===== src/rtl/addsub_pkg.sv =====
package addsub_pkg;

  typedef enum logic [1:0] {
    OP_ADD  = 2'b00,
    OP_ADDU = 2'b01,
    OP_SUB  = 2'b10,
    OP_SUBU = 2'b11
  } arithOp_e;

  // strobes from control to datapath
  typedef struct packed {
    logic invertB;
    logic carryIn;
    logic borrowMode;
    logic trapEn;
  } ctrlStrobe_t;

endpackage


===== src/rtl/addsub_ctrl.sv =====
module addsub_ctrl
  import addsub_pkg::*;
(
  input  logic        clk,
  input  logic        rst,
  input  logic        opValid,
  input  logic [1:0]  opSel,
  input  logic        ovfRaw,
  output ctrlStrobe_t strobe,
  output logic        wrEn,
  output logic        excReq
);

  arithOp_e opCode;
  logic     trapHit;

  assign opCode = arithOp_e'(opSel);

  always_comb begin
    strobe = '0;
    unique case (opCode)
      OP_ADD:  begin strobe.trapEn = 1'b1; end
      OP_ADDU: begin strobe.trapEn = 1'b0; end
      OP_SUB:  begin
        strobe.trapEn     = 1'b1;
        strobe.invertB    = 1'b1;
        strobe.carryIn    = 1'b1;
        strobe.borrowMode = 1'b1;
      end
      OP_SUBU: begin
        strobe.invertB    = 1'b1;
        strobe.carryIn    = 1'b1;
        strobe.borrowMode = 1'b1;
      end
      default: strobe = '0;
    endcase
  end

  assign trapHit = opValid & strobe.trapEn & ovfRaw;

  always_ff @(posedge clk) begin
    if (rst) begin
      wrEn   <= 1'b0;
      excReq <= 1'b0;
    end else begin
      wrEn   <= opValid & ~trapHit;
      excReq <= trapHit;
    end
  end

endmodule


===== src/rtl/addsub_dp.sv =====
module addsub_dp
  import addsub_pkg::*;
#(
  parameter int W = 32
) (
  input  logic         clk,
  input  logic         rst,
  input  logic [W-1:0] opA,
  input  logic [W-1:0] opB,
  input  ctrlStrobe_t  strobe,
  output logic         ovfRaw,
  output logic [W-1:0] result,
  output logic         ovfFlag,
  output logic         carryFlag
);

  localparam int MSB = W - 1;

  logic [W-1:0] bEff;
  logic [W:0]   sumWide;
  logic [W-1:0] sumNarrow;
  logic         carryOut;
  logic         carryRaw;

  assign bEff      = strobe.invertB ? ~opB : opB;
  assign sumWide   = {1'b0, opA} + {1'b0, bEff} + {{W{1'b0}}, strobe.carryIn};
  assign sumNarrow = sumWide[W-1:0];
  assign carryOut  = sumWide[W];

  // overflow only when adder inputs agree in sign and the sum disagrees
  assign ovfRaw   = (opA[MSB] == bEff[MSB]) && (sumNarrow[MSB] != opA[MSB]);
  assign carryRaw = strobe.borrowMode ? ~carryOut : carryOut;

  always_ff @(posedge clk) begin
    if (rst) begin
      result    <= '0;
      ovfFlag   <= 1'b0;
      carryFlag <= 1'b0;
    end else begin
      result    <= sumNarrow;
      ovfFlag   <= ovfRaw;
      carryFlag <= carryRaw;
    end
  end

endmodule


===== src/rtl/trap_addsub.sv =====
module trap_addsub
  import addsub_pkg::*;
#(
  parameter int W = 32
) (
  input  logic         clk,
  input  logic         rst,
  input  logic         opValid,
  input  logic [1:0]   opSel,
  input  logic [W-1:0] opA,
  input  logic [W-1:0] opB,
  output logic [W-1:0] result,
  output logic         ovfFlag,
  output logic         carryFlag,
  output logic         wrEn,
  output logic         excReq
);

  ctrlStrobe_t strobe;
  logic        ovfRaw;

  addsub_ctrl u_ctrl (
    .clk     (clk),
    .rst     (rst),
    .opValid (opValid),
    .opSel   (opSel),
    .ovfRaw  (ovfRaw),
    .strobe  (strobe),
    .wrEn    (wrEn),
    .excReq  (excReq)
  );

  addsub_dp #(.W(W)) u_dp (
    .clk       (clk),
    .rst       (rst),
    .opA       (opA),
    .opB       (opB),
    .strobe    (strobe),
    .ovfRaw    (ovfRaw),
    .result    (result),
    .ovfFlag   (ovfFlag),
    .carryFlag (carryFlag)
  );

endmodule


===== config.mk =====
export PLATFORM = sky130hd
export DESIGN_NAME = trap_addsub
export DESIGN_NICKNAME = d
export VERILOG_FILES = /design/src/rtl/addsub_pkg.sv /design/src/rtl/addsub_ctrl.sv /design/src/rtl/addsub_dp.sv /design/src/rtl/trap_addsub.sv
export SDC_FILE = /design/constraint.sdc
export NUM_CORES = 1
export LEC_CHECK = 0
export ABC_AREA = 1
export ABC_CLOCK_PERIOD_IN_PS = 2750
export CORE_MARGIN = 5
export CORE_UTILIZATION = 42
export CTS_BUF_LIST = sky130_fd_sc_hd__clkbuf_8
export DETAILED_ROUTE_END_ITERATION = 8
export PLACE_DENSITY = 0.74
export SLEW_MARGIN = 20
export SYNTH_ARGS = -nofsm -noshare
export SYNTH_HDL_FRONTEND = slang
export SYNTH_SLANG_ARGS = --single-unit

===== constraint.sdc =====
create_clock -name clk -period 2.75 [get_ports clk]
set_input_delay 0.275 -clock clk [delete_from_list [all_inputs] [get_ports clk]]
set_output_delay 0.275 -clock clk [all_outputs]
set_load 0.05 [all_outputs]

==> flow_summary.ini <==
[grt]
grt_usage = 0.209
gr-total-overflow = 0
grt_pass1_wl_um = 16400
grt_max_degree = 33
antenna_found_initial = 0
grt_pass1_vias = 3532

[die]
coreArea_mm2 = 0.00733
initial_core_util = 0.434
die_h_um = 97.1
row_count = 31
design.die.area_mm2 = 0.00942
die_x_um = 97.1
io_pins = 105

[clock_network]
root_buffer = clkbuf_8
cts_resized = 0
cts.path.max_buffers = 2
cts_tree = done
numCtsBuffers = 5
cts.clk_slew.worst_paths_ps = 80
hold_buffers = 0
cts_setup_buffers = 0
clock_sink_count = 36
h-tree-depth = 2

[worst_setup_path]
endpoint_kind = flop
cp_slowest_cell = clkdlybuf4s50_1
crit_path_frequent_cell = nand2_1
cp-startpoint = opB[17]
path_buf_inv = 3
cp_data_arrival_time_ps = 2420
setup.worst_path.start_class = primary input
crit_chain = clkdlybuf4s50_1, xor2_1, ha_1, nand2_1, inv_1, nand2_1, nand3_1, nand2_1, nand2_1, a21oi_1, nand2_2, nand2_1, nand4_1, nand2_1, inv_1
crit_fanout = 5
critPathKind = in2reg
cp_top_family = simple AND/OR/NAND/NOR gates
worstPathRequired_ps = 2950
critPathMaxStageDelay_ps = 420

[power_and_ir_drop]
worst_ir_drop_vdd_mv = 0.315
total_power_w = 0.00248
leakagePower_nw = 2.05
power_density_mw_per_mm2 = 554

[logic_synthesis]
synth-seq-cells = 36
synth-edff-count = 0
postSynthAreaPerCell_um2 = 6.59
syn-instance-count = 483
synthMostInstantiatedCell = nand2_1
ys_types = 30
yosys_warnings = 0
ys_seq_area_frac = 0.226
synth.largest_area_cell = dfxtp_1
synth_flop_cell = dfxtp_1
synth_top_area_frac = 0.226
synth_area_leaders = dfxtp_1, ha_1, nand2_1
syn_area_mm2 = 0.00318
synth_commonest_cells = nand2_1, a21oi_1, nor2_1
async_reset_ff_frac = 0
syn_nets = 584

[cells_and_area]
layout.nets = 692
layout-drive-gt1-share = 0.0541
syn_to_final_growth_pct = 40.5
diodes = 0
instances_no_fill = 691

[route]
dr.pass1.iters = 6
drt-initial-drc-count = 190
wire_per_inst_um = 14.7
drt_wl_total_um = 10200
detailroute.via_count = 3575
via_per_inst = 5.17
ant_nets = 0
drc = 0

[sta]
max-slew-margin-rel = 0.643
slew_violations = 0
fmax_ghz = 0.451
finalSetupTns_ps = 0
finalHoldViolCount = 0
finalWorstSetupSlack_ps = 532
post-route-min-period_ps = 2220
tightest_slew_ps = 535
rsz0062_at_grt = false
period_share = 0.807
setup_violations = 0

[run_status]
status = finished, final reports clean

[placement]
place_inst = 683
io_buffers = 104
place_hpwl_um = 8240
gp_congestion = 0.887
place_ws_ps = 217

[hold_path]
hp-class = in2reg
hold_end = u_dp.carryFlag
hp-start = opSel[1]
min_delay_path_depth = 5

[flow_run]
drv_cap = 0
[registers in the layout, summed over array words and instances (netlist names)]
| register | cells |
|---|---|
| u_dp.carryFlag | 1 |
| u_ctrl.excReq | 1 |
| u_ctrl.wrEn | 1 |
| u_dp.ovfFlag | 1 |
| u_dp.result | 32 |
[tightest hold or removal path, stage by stage]
cell	delay, ps
buf_2	120
buf_12	180
inv_4	80
a21oi_1	40
nor2_1	100
[routing by layer]
layer,share of wire,track usage,wire [µm]
met1,0.47,0.267,4730
met2,0.48,0.370,4840
met3,0.050,0.0287,511
met4,0.0078,0.0464,79
met5,0,0,0
[report_power, final]
part | internal [W] | switching (W)
registers | 0.000601 | 0.0000220
logic | 0.000482 | 0.000843
clock network | 0.000320 | 0.000211
total | 0.00140 | 0.00108
[stage by stage]
stage                     hold WS [ps]  cell area (µm²)   util
after floorplan                    422             3180      -
after global placement             822             4350  0.593
after detailed placement           863             4350  0.593
after CTS                          550             4470  0.610
after global routing               579             4470  0.610
final                              545             4470  0.610
[cells by family after synthesis]
group / share of synthesized area
and+or+nand+nor: 0.265
adders and majority gates: 0.128
buffers and inverters: 0.0708
DFF: 0.226
AOI/OAI and AO/OA: 0.224
xor gates and xnor gates: 0.0853
[area by class of cell]
class / count / area, µm²
inverter: 49 / 186
clock buffer: 7 / 96.3
sequential: 36 / 721
tap: 99 / 124
fill: 677 / 2860
timing repair buffer: 108 / 1080
clock inverter: 1 / 30.0
multi-input combinational: 391 / 2240
[placed cells by master, fill, tap and decap left out, drive strengths merged, types with 7 or more instances in the layout]
master / count
a21o: 7
ha: 31
clkbuf: 7
clkdlybuf4s50: 103
o21ai: 33
xor2: 31
nand2: 112
inv: 49
a21oi: 66
nand3: 17
nor2: 62
o21a: 10
dfxtp: 36
[worst max path at each step]
stage	end	cells past startpoint	slack (ps)
after floorplan	u_ctrl.wrEn	18	650
after global placement	u_ctrl.wrEn	15	260
after detailed placement	u_ctrl.wrEn	15	220
after CTS	u_ctrl.wrEn	15	530
after global routing	u_ctrl.wrEn	15	320
final	u_ctrl.wrEn	15	530
Note: power is estimated with default switching activity, not from simulation.
